## src/rtl/irq_arb_pkg.sv

```systemverilog
package irq_arb_pkg;
    typedef enum logic [0:0] {
        ARB_SCAN = 1'b0,
        ARB_HOLD = 1'b1
    } arb_state_e;
endpackage

```

## src/rtl/irq_lvl_enc.sv

```systemverilog
// Priority encoder over one window of a request vector.
// The level of bit i is i - LO + BIAS; the highest set bit wins.
module irq_lvl_enc #(
    parameter int VEC_W = 32,
    parameter int LO    = 4,
    parameter int HI    = 18,
    parameter int LVL_W = 5,
    parameter int BIAS  = 1
) (
    input  logic [VEC_W-1:0] req,
    output logic [VEC_W-1:0] mask,
    output logic [LVL_W-1:0] level,
    output logic             any
);
    function automatic logic [VEC_W-1:0] win_f();
        logic [VEC_W-1:0] w;
        w = '0;
        for (int b = LO; b <= HI; b++) w[b] = 1'b1;
        return w;
    endfunction

    localparam logic [VEC_W-1:0] WIN = win_f();

    assign mask = req & WIN;
    assign any  = |mask;

    always_comb begin
        level = '0;
        for (int i = LO; i <= HI; i++) begin
            if (req[i]) level = LVL_W'(i - LO + BIAS);
        end
    end
endmodule

```

## src/rtl/irq_ipl_reg.sv

```systemverilog
// Current priority level register; keeps only the low LVL_W bits of a write.
module irq_ipl_reg #(
    parameter int IN_W  = 8,
    parameter int LVL_W = 5
) (
    input  logic             clk,
    input  logic             rst_n,
    input  logic             wr_en,
    input  logic [IN_W-1:0]  wr_data,
    output logic [LVL_W-1:0] ipl
);
    always_ff @(posedge clk) begin
        if (!rst_n)     ipl <= '0;
        else if (wr_en) ipl <= LVL_W'(wr_data);
    end
endmodule

```

## src/rtl/irq_level_arb.sv

```systemverilog
module irq_level_arb
    import irq_arb_pkg::*;
#(
    parameter int VEC_W    = 32,
    parameter int SW_LO    = 4,
    parameter int SW_HI    = 18,
    parameter int EXT_LO   = 20,
    parameter int EXT_HI   = 30,
    parameter int LVL_W    = 5,
    parameter int IPL_IN_W = 8,
    parameter int AST_W    = 4
) (
    input  logic                clk,
    input  logic                rst_n,
    input  logic [VEC_W-1:0]    sw_req,
    input  logic [VEC_W-1:0]    ext_req,
    input  logic                ipl_wr_en,
    input  logic [IPL_IN_W-1:0] ipl_wr_data,
    input  logic [AST_W-1:0]    ast_req,
    input  logic                trap_ack,
    output logic                trap_o,
    output logic [VEC_W-1:0]    summary_o,
    output logic [LVL_W-1:0]    intid_o,
    output logic [LVL_W-1:0]    cur_ipl_o,
    output logic                ast_err_o
);
    localparam int SW_BIAS  = 1;
    localparam int EXT_BIAS = EXT_LO;

    logic [VEC_W-1:0] sw_mask, ext_mask, pend_sum;
    logic [LVL_W-1:0] sw_lvl, ext_lvl, win_lvl;
    logic             sw_any, ext_any, fire;
    arb_state_e       state, state_nx;

    irq_lvl_enc #(.VEC_W(VEC_W), .LO(SW_LO), .HI(SW_HI),
                  .LVL_W(LVL_W), .BIAS(SW_BIAS)) u_sw_enc (
        .req(sw_req), .mask(sw_mask), .level(sw_lvl), .any(sw_any));

    irq_lvl_enc #(.VEC_W(VEC_W), .LO(EXT_LO), .HI(EXT_HI),
                  .LVL_W(LVL_W), .BIAS(EXT_BIAS)) u_ext_enc (
        .req(ext_req), .mask(ext_mask), .level(ext_lvl), .any(ext_any));

    irq_ipl_reg #(.IN_W(IPL_IN_W), .LVL_W(LVL_W)) u_ipl (
        .clk(clk), .rst_n(rst_n), .wr_en(ipl_wr_en),
        .wr_data(ipl_wr_data), .ipl(cur_ipl_o));

    // External window ranks above the software window.
    assign win_lvl  = ext_any ? ext_lvl : sw_lvl;
    assign pend_sum = sw_mask | ext_mask;
    assign fire     = (state == ARB_SCAN) && (sw_any || ext_any) &&
                      (win_lvl != '0) && (win_lvl > cur_ipl_o);

    always_comb begin
        state_nx = state;
        unique case (state)
            ARB_SCAN: if (fire)     state_nx = ARB_HOLD;
            ARB_HOLD: if (trap_ack) state_nx = ARB_SCAN;
            default:                state_nx = ARB_SCAN;
        endcase
    end

    always_ff @(posedge clk) begin
        if (!rst_n) state <= ARB_SCAN;
        else        state <= state_nx;
    end

    always_ff @(posedge clk) begin
        if (!rst_n) begin
            trap_o    <= 1'b0;
            summary_o <= '0;
            intid_o   <= '0;
            ast_err_o <= 1'b0;
        end else begin
            trap_o <= fire;
            if (fire) begin
                summary_o <= pend_sum;
                intid_o   <= win_lvl;
            end
            if (|ast_req) ast_err_o <= 1'b1;
        end
    end
endmodule

```

## config.mk

```make
export PLATFORM = sky130hd
export DESIGN_NAME = irq_level_arb
export DESIGN_NICKNAME = d
export VERILOG_FILES = /design/src/rtl/irq_arb_pkg.sv /design/src/rtl/irq_lvl_enc.sv /design/src/rtl/irq_ipl_reg.sv /design/src/rtl/irq_level_arb.sv
export SDC_FILE = /design/constraint.sdc
export NUM_CORES = 1
export LEC_CHECK = 0
export ABC_CLOCK_PERIOD_IN_PS = 4200
export BUFFER_PORTS_ARGS = -buffer_cell sky130_fd_sc_hd__buf_2
export CAP_MARGIN = 20
export CORE_MARGIN = 2
export CORE_UTILIZATION = 42
export DETAILED_ROUTE_END_ITERATION = 7
export GPL_ROUTABILITY_DRIVEN = 0
export PLACE_DENSITY = 0.8
export SETUP_SLACK_MARGIN = 0.15
export SYNTH_ARGS = -nofsm -noshare
export SYNTH_HDL_FRONTEND = slang
export SYNTH_SLANG_ARGS = --single-unit
export TNS_END_PERCENT = 1
```

## constraint.sdc

```tcl
create_clock -name clk -period 4.2 [get_ports clk]
set_input_delay 1.05 -clock clk [delete_from_list [all_inputs] [get_ports clk]]
set_output_delay 1.05 -clock clk [all_outputs]
set_load 0.03 [all_outputs]
```

Word-level counts from Yosys, hierarchy flattened
Cells that the tools add are included.
{"block": "totals", "output_inout_bits": 44, "regBits": 45}
{"block": "op_classes", "n_mux": 30, "reduce_logical": 8, "n_bitwise": 2, "magnitude_cmp": 1}
{"op": "5-bit two-way mux", "n": 26}
{"op": "19-bit by 31-bit bitwise OR with 31-bit output", "n": 1}
{"op": "15-bit OR reduction", "n": 1}
{"op": "11-bit OR reduction", "n": 1}
{"op": "5-bit > comparator", "n": 1}
{"op": "5-bit nonzero test", "n": 1}
{"op": "4-bit OR reduction", "n": 1}
{"op": "1-bit logical AND", "n": 3}
{"op": "1-bit two-way mux", "n": 3}
{"op": "1-bit case mux with 2 select lines", "n": 1}
{"op": "1-bit logical OR", "n": 1}
{"op": "1-bit inverter", "n": 1}

Depth between registers and ports, before layout
{"block": "logic_depth", "ltp_word": 21, "ltp_mapped": 14, "depth_no_buf": 13}

Cells and area by module
A second synthesis with hierarchy kept.
{"block": "hier_totals", "hier_cells": 326, "hier_area_um2": 2808.9}
{"module": "irq_level_arb", "seq_area_each_um2": 800.8, "n_inst": 1, "area_per_inst_um2": 1814.2, "cells_each": 195}
{"module": "irq_lvl_enc (u_sw_enc)", "seq_area_each_um2": 0.0, "n_inst": 1, "area_per_inst_um2": 411.6, "cells_each": 63}
{"module": "irq_lvl_enc (u_ext_enc)", "seq_area_each_um2": 0.0, "n_inst": 1, "area_per_inst_um2": 390.4, "cells_each": 52}
{"module": "irq_ipl_reg", "seq_area_each_um2": 100.1, "n_inst": 1, "area_per_inst_um2": 192.7, "cells_each": 16}

Worst setup path before layout
OpenSTA, ideal clock, no wires.
{"block": "synth_path", "path_kind": "input to register", "startpoint": "in ext_req[20]", "endpoint": "reg intid_o[2]", "setup_ps": 128, "path_slack_ps": 529, "path_stages": 12, "arrival_ps": 3543, "path_buffers": 1, "path_cell_list": "nor4_4 nand4_4 or3_1 o22a_2 ha_1 and3_1 a31oi_1 o31ai_2 a21oi_2 buf_6 mux2i_1 nor2_1"}
{"block": "synth_via", "elab_chain_len": 15, "word_cells_on_any_way": 19, "cone_classes": "1 x order compare; 12 x mux; 6 x reduce/logical"}
{"item": "start, declared", "line_no": "irq_level_arb.sv:16", "rtl": "input logic [VEC_W-1:0] ext_req,"}
{"item": "5-bit two-way mux (11 in series)", "line_no": "irq_lvl_enc.sv:30", "rtl": "if (req[i]) level = LVL_W'(i - LO + BIAS);"}
{"item": "5-bit two-way mux (*)", "line_no": "irq_level_arb.sv:48", "rtl": "assign win_lvl = ext_any ? ext_lvl : sw_lvl;"}
{"item": "via win_lvl[4]", "line_no": "irq_level_arb.sv:31", "rtl": "logic [LVL_W-1:0] sw_lvl, ext_lvl, win_lvl;"}
{"item": "parallel branches: the longest is 2 deep, another holds 5-bit > comparator"}
{"item": "1-bit logical AND (*)", "line_no": "irq_level_arb.sv:51", "rtl": "(win_lvl != '0) && (win_lvl > cur_ipl_o);"}
{"item": "end signal, assigned", "line_no": "irq_level_arb.sv:77", "rtl": "intid_o <= win_lvl;"}
{"item": "end, declared", "line_no": "irq_level_arb.sv:23", "rtl": "output logic [LVL_W-1:0] intid_o,"}
Mark *: on every way through the listed nets, which the timed path passes.
A chain may end at the register's enable or synchronous reset.

Worst setup path in the final report
{"block": "layout_path", "startpoint": "in ext_req[30]", "endpoint": "reg intid_o[0]"}
{"block": "layout_via", "elab_chain_len": 5, "word_cells_on_any_way": 9, "cone_classes": "1 x order compare; 2 x mux; 6 x reduce/logical"}
{"item": "11-bit OR reduction or 5-bit two-way mux (tied branches)", "line_no": "irq_lvl_enc.sv:25, irq_lvl_enc.sv:30"}
{"item": "5-bit two-way mux (*)", "line_no": "irq_level_arb.sv:48"}
{"item": "via win_lvl[4]", "line_no": "irq_level_arb.sv:31"}
{"item": "parallel branches: the longest is 2 deep, another holds 5-bit > comparator"}
{"item": "1-bit logical AND (*)", "line_no": "irq_level_arb.sv:51"}
Marks and branches as above.

==> metrics.txt <==
CP required=4.38 ns; Gate Count Post-Synth=203; most area-hungry cell type in the Yosys netlist=dfxtp_1; sum of negative setup slack=0 ns; syn_area_per_cell=9.313 sq um; Final nets=366; final period demand of the worst path=3.641 ns; Final Cycle Share=0.8669; critical path peak fanout=9; Leak=1.238 nW; WL/cell=12.42 um; Rows=24; final setup fails=0; Synthesis Warnings=0; cts bufs inserted=5; length of the first detailed-routing pass in iterations=4; ys async rst share=0; Post-CTS Setup Repair Bufs=0; final core utilization=0.5520; pre-CTS worst setup slack=0.2529 ns; post-synthesis sequential area ratio=0.4130; post-DP HPWL=3291 um; pins over their slew limit=0; Die W=71.09 um; worst hold slack=0.4895 ns; Yosys reg bits=39; antenna cells=0; final WL=4149 um; TritonCTS clock tree=done; commonest non-fill, non-tap cells in the layout=buf_2 (76), nor2_1 (48), dfxtp_1 (39), mux2i_1 (34), inv_1 (10); die height=71.09 um; grt ovf=0; CTS sink count=39; most common cell after layout, fill and taps aside=buf_2; largest net degree at the start of global routing=38; post-synth top area share=0.4130; CTS root buf=clkbuf_8; vias=1,663; worst slew pin tran=0.6018 ns; H-tree Lvls=2; Startpoint Class=input port; crit path DAT=3.83 ns; Slowest-stage cell, CP=nor3_2; Clock transition at path regs=0.07 ns; Slew HR=0.5982; synth top area cells=dfxtp_1 (41%), mux2i_1 (18%), nor2_1 (9.5%), ha_1 (3.3%), buf_4 (2.4%); 1st-iter DRT viols=41; crit-path cells=buf_2, nor3_2, nand4_4, or3_1, o22a_2, ha_1, and3_1, a31oi_1, o31ai_2, a21oi_4, buf_4, o41ai_2, a32o_2; Crit Path Class=in2reg; Clock Tree Buf Depth=2; status=complete, no violations; Peak Freq=274.7 MHz; P per Cell Area=390.7 nW/um^2; first-pass GRT wire length=6651 um; routed vias/inst=4.979; Post-synth EDFFs=0; share of cells above drive strength 1=0.3475; setup slack, reg-to-reg=2.11 ns; synthesized cell area=1891 sq um; Post-DRT Antenna Nets=0; IO Pins=124; die area=5054 sq um; starting density of the core=0.4342; RSZ-0062 raised after global routing=false; main flop type after synthesis=dfxtp_1; Post-CTS Resized=0; clk_lat worst skew=0.29 ns; final worst setup slack=0.5592 ns; # hold bufs at CTS=0; Hold Vio Cnt, Final=0; port bufs=76; Area Overhead vs Synth=27.13%; skew final=0.007356 ns; Remaining DRCs=0; VDD IR-drop max=0.2275 mV; vias in the first global route=1,535; core area=4354 sq um; Hold Path Class=reg2reg; CP endpoint kind=register; Max Cap Viol=0; Tot GR Track Use=0.1673; Total Power=0.9391 mW; initial antenna violation count=0; synth unique cells=42; Max stage delay on crit path=0.35 ns
## flip-flops by register name (all words and copies together), names as in the netlist
register   cells
summary_o     26
u_ipl.ipl      5
intid_o        5
state          1
trap_o         1
ast_err_o      1
## cells by family (layout without fill, tap and decap cells)
| family | Yosys count | after routing | synth area share |
|---|---|---|---|
| and+or+nand+nor | 74 | 74 | 0.1939 |
| DFF | 39 | 39 | 0.4130 |
| adders and majority gates | 5 | 5 | 0.03309 |
| muxes | 34 | 34 | 0.1800 |
| buffers and inverters | 24 | 98 | 0.07147 |
| AOI/OAI and AO/OA | 26 | 26 | 0.1066 |
| other | 1 | 6 | 0.001984 |
## layout make-up
type	count	area (sq um)
well taps	52	65.06
fillers	393	1951
inverters	11	41.29
multi-input cells	145	1001
clock buffers	8	100.1
flip-flops and latches	39	780.7
repair buffers	79	415.4
## path summary, 6_finish.rpt
kind	to	startpoint	cells after the start
hold / removal	summary_o[6]	summary_o[6]	2
hold reg to reg	summary_o[6]	summary_o[6]	2
setup reg to reg	intid_o[0]	u_ipl.ipl[4]	9
setup / recovery	intid_o[0]	ext_req[30]	13
## layer usage
layer / vias up / track usage / part of all wire
met1: 758 / 0.2064 / 0.44
met2: 52 / 0.2741 / 0.49
met4: 0 / 0.08595 / 0.018
met5: - / 0 / 0
met3: 5 / 0.03704 / 0.056
li1: 848 / - / -
## synthesized netlist by cell type (2+ instances only)
cell type	instances
nor3_1	3
and2_1	2
buf_6	3
buf_4	6
o21ai_0	3
clkbuf_1	3
inv_1	10
nand2b_1	2
ha_1	5
nor4_1	4
nor2_1	48
dfxtp_1	39
nand2_1	5
a21oi_1	8
mux2i_1	34
nor2b_1	2
## power by group
part           internal, mW  switching, mW  leakage, nW
registers             0.402         0.0155        0.323
logic                0.0918          0.156        0.863
clock network         0.150          0.124       0.0515
total                 0.643          0.296         1.24
## through the flow
stage                     std cells  instance area [sq um]
final                           334                   2404
after global routing            334                   2404
after CTS                       334                   2404
after detailed placement        326                   2303
after global placement          326                   2303
after floorplan                 208                   1909
## worst max-delay path: cells and delay by family
| family | cells | cell delay (ns) |
|---|---|---|
| buf+inv | 2 | 0.37 |
| simple gates | 4 | 1.04 |
| fa+ha+maj | 1 | 0.29 |
| compound gates | 6 | 1.07 |
Power figures use the tool's default switching activity.
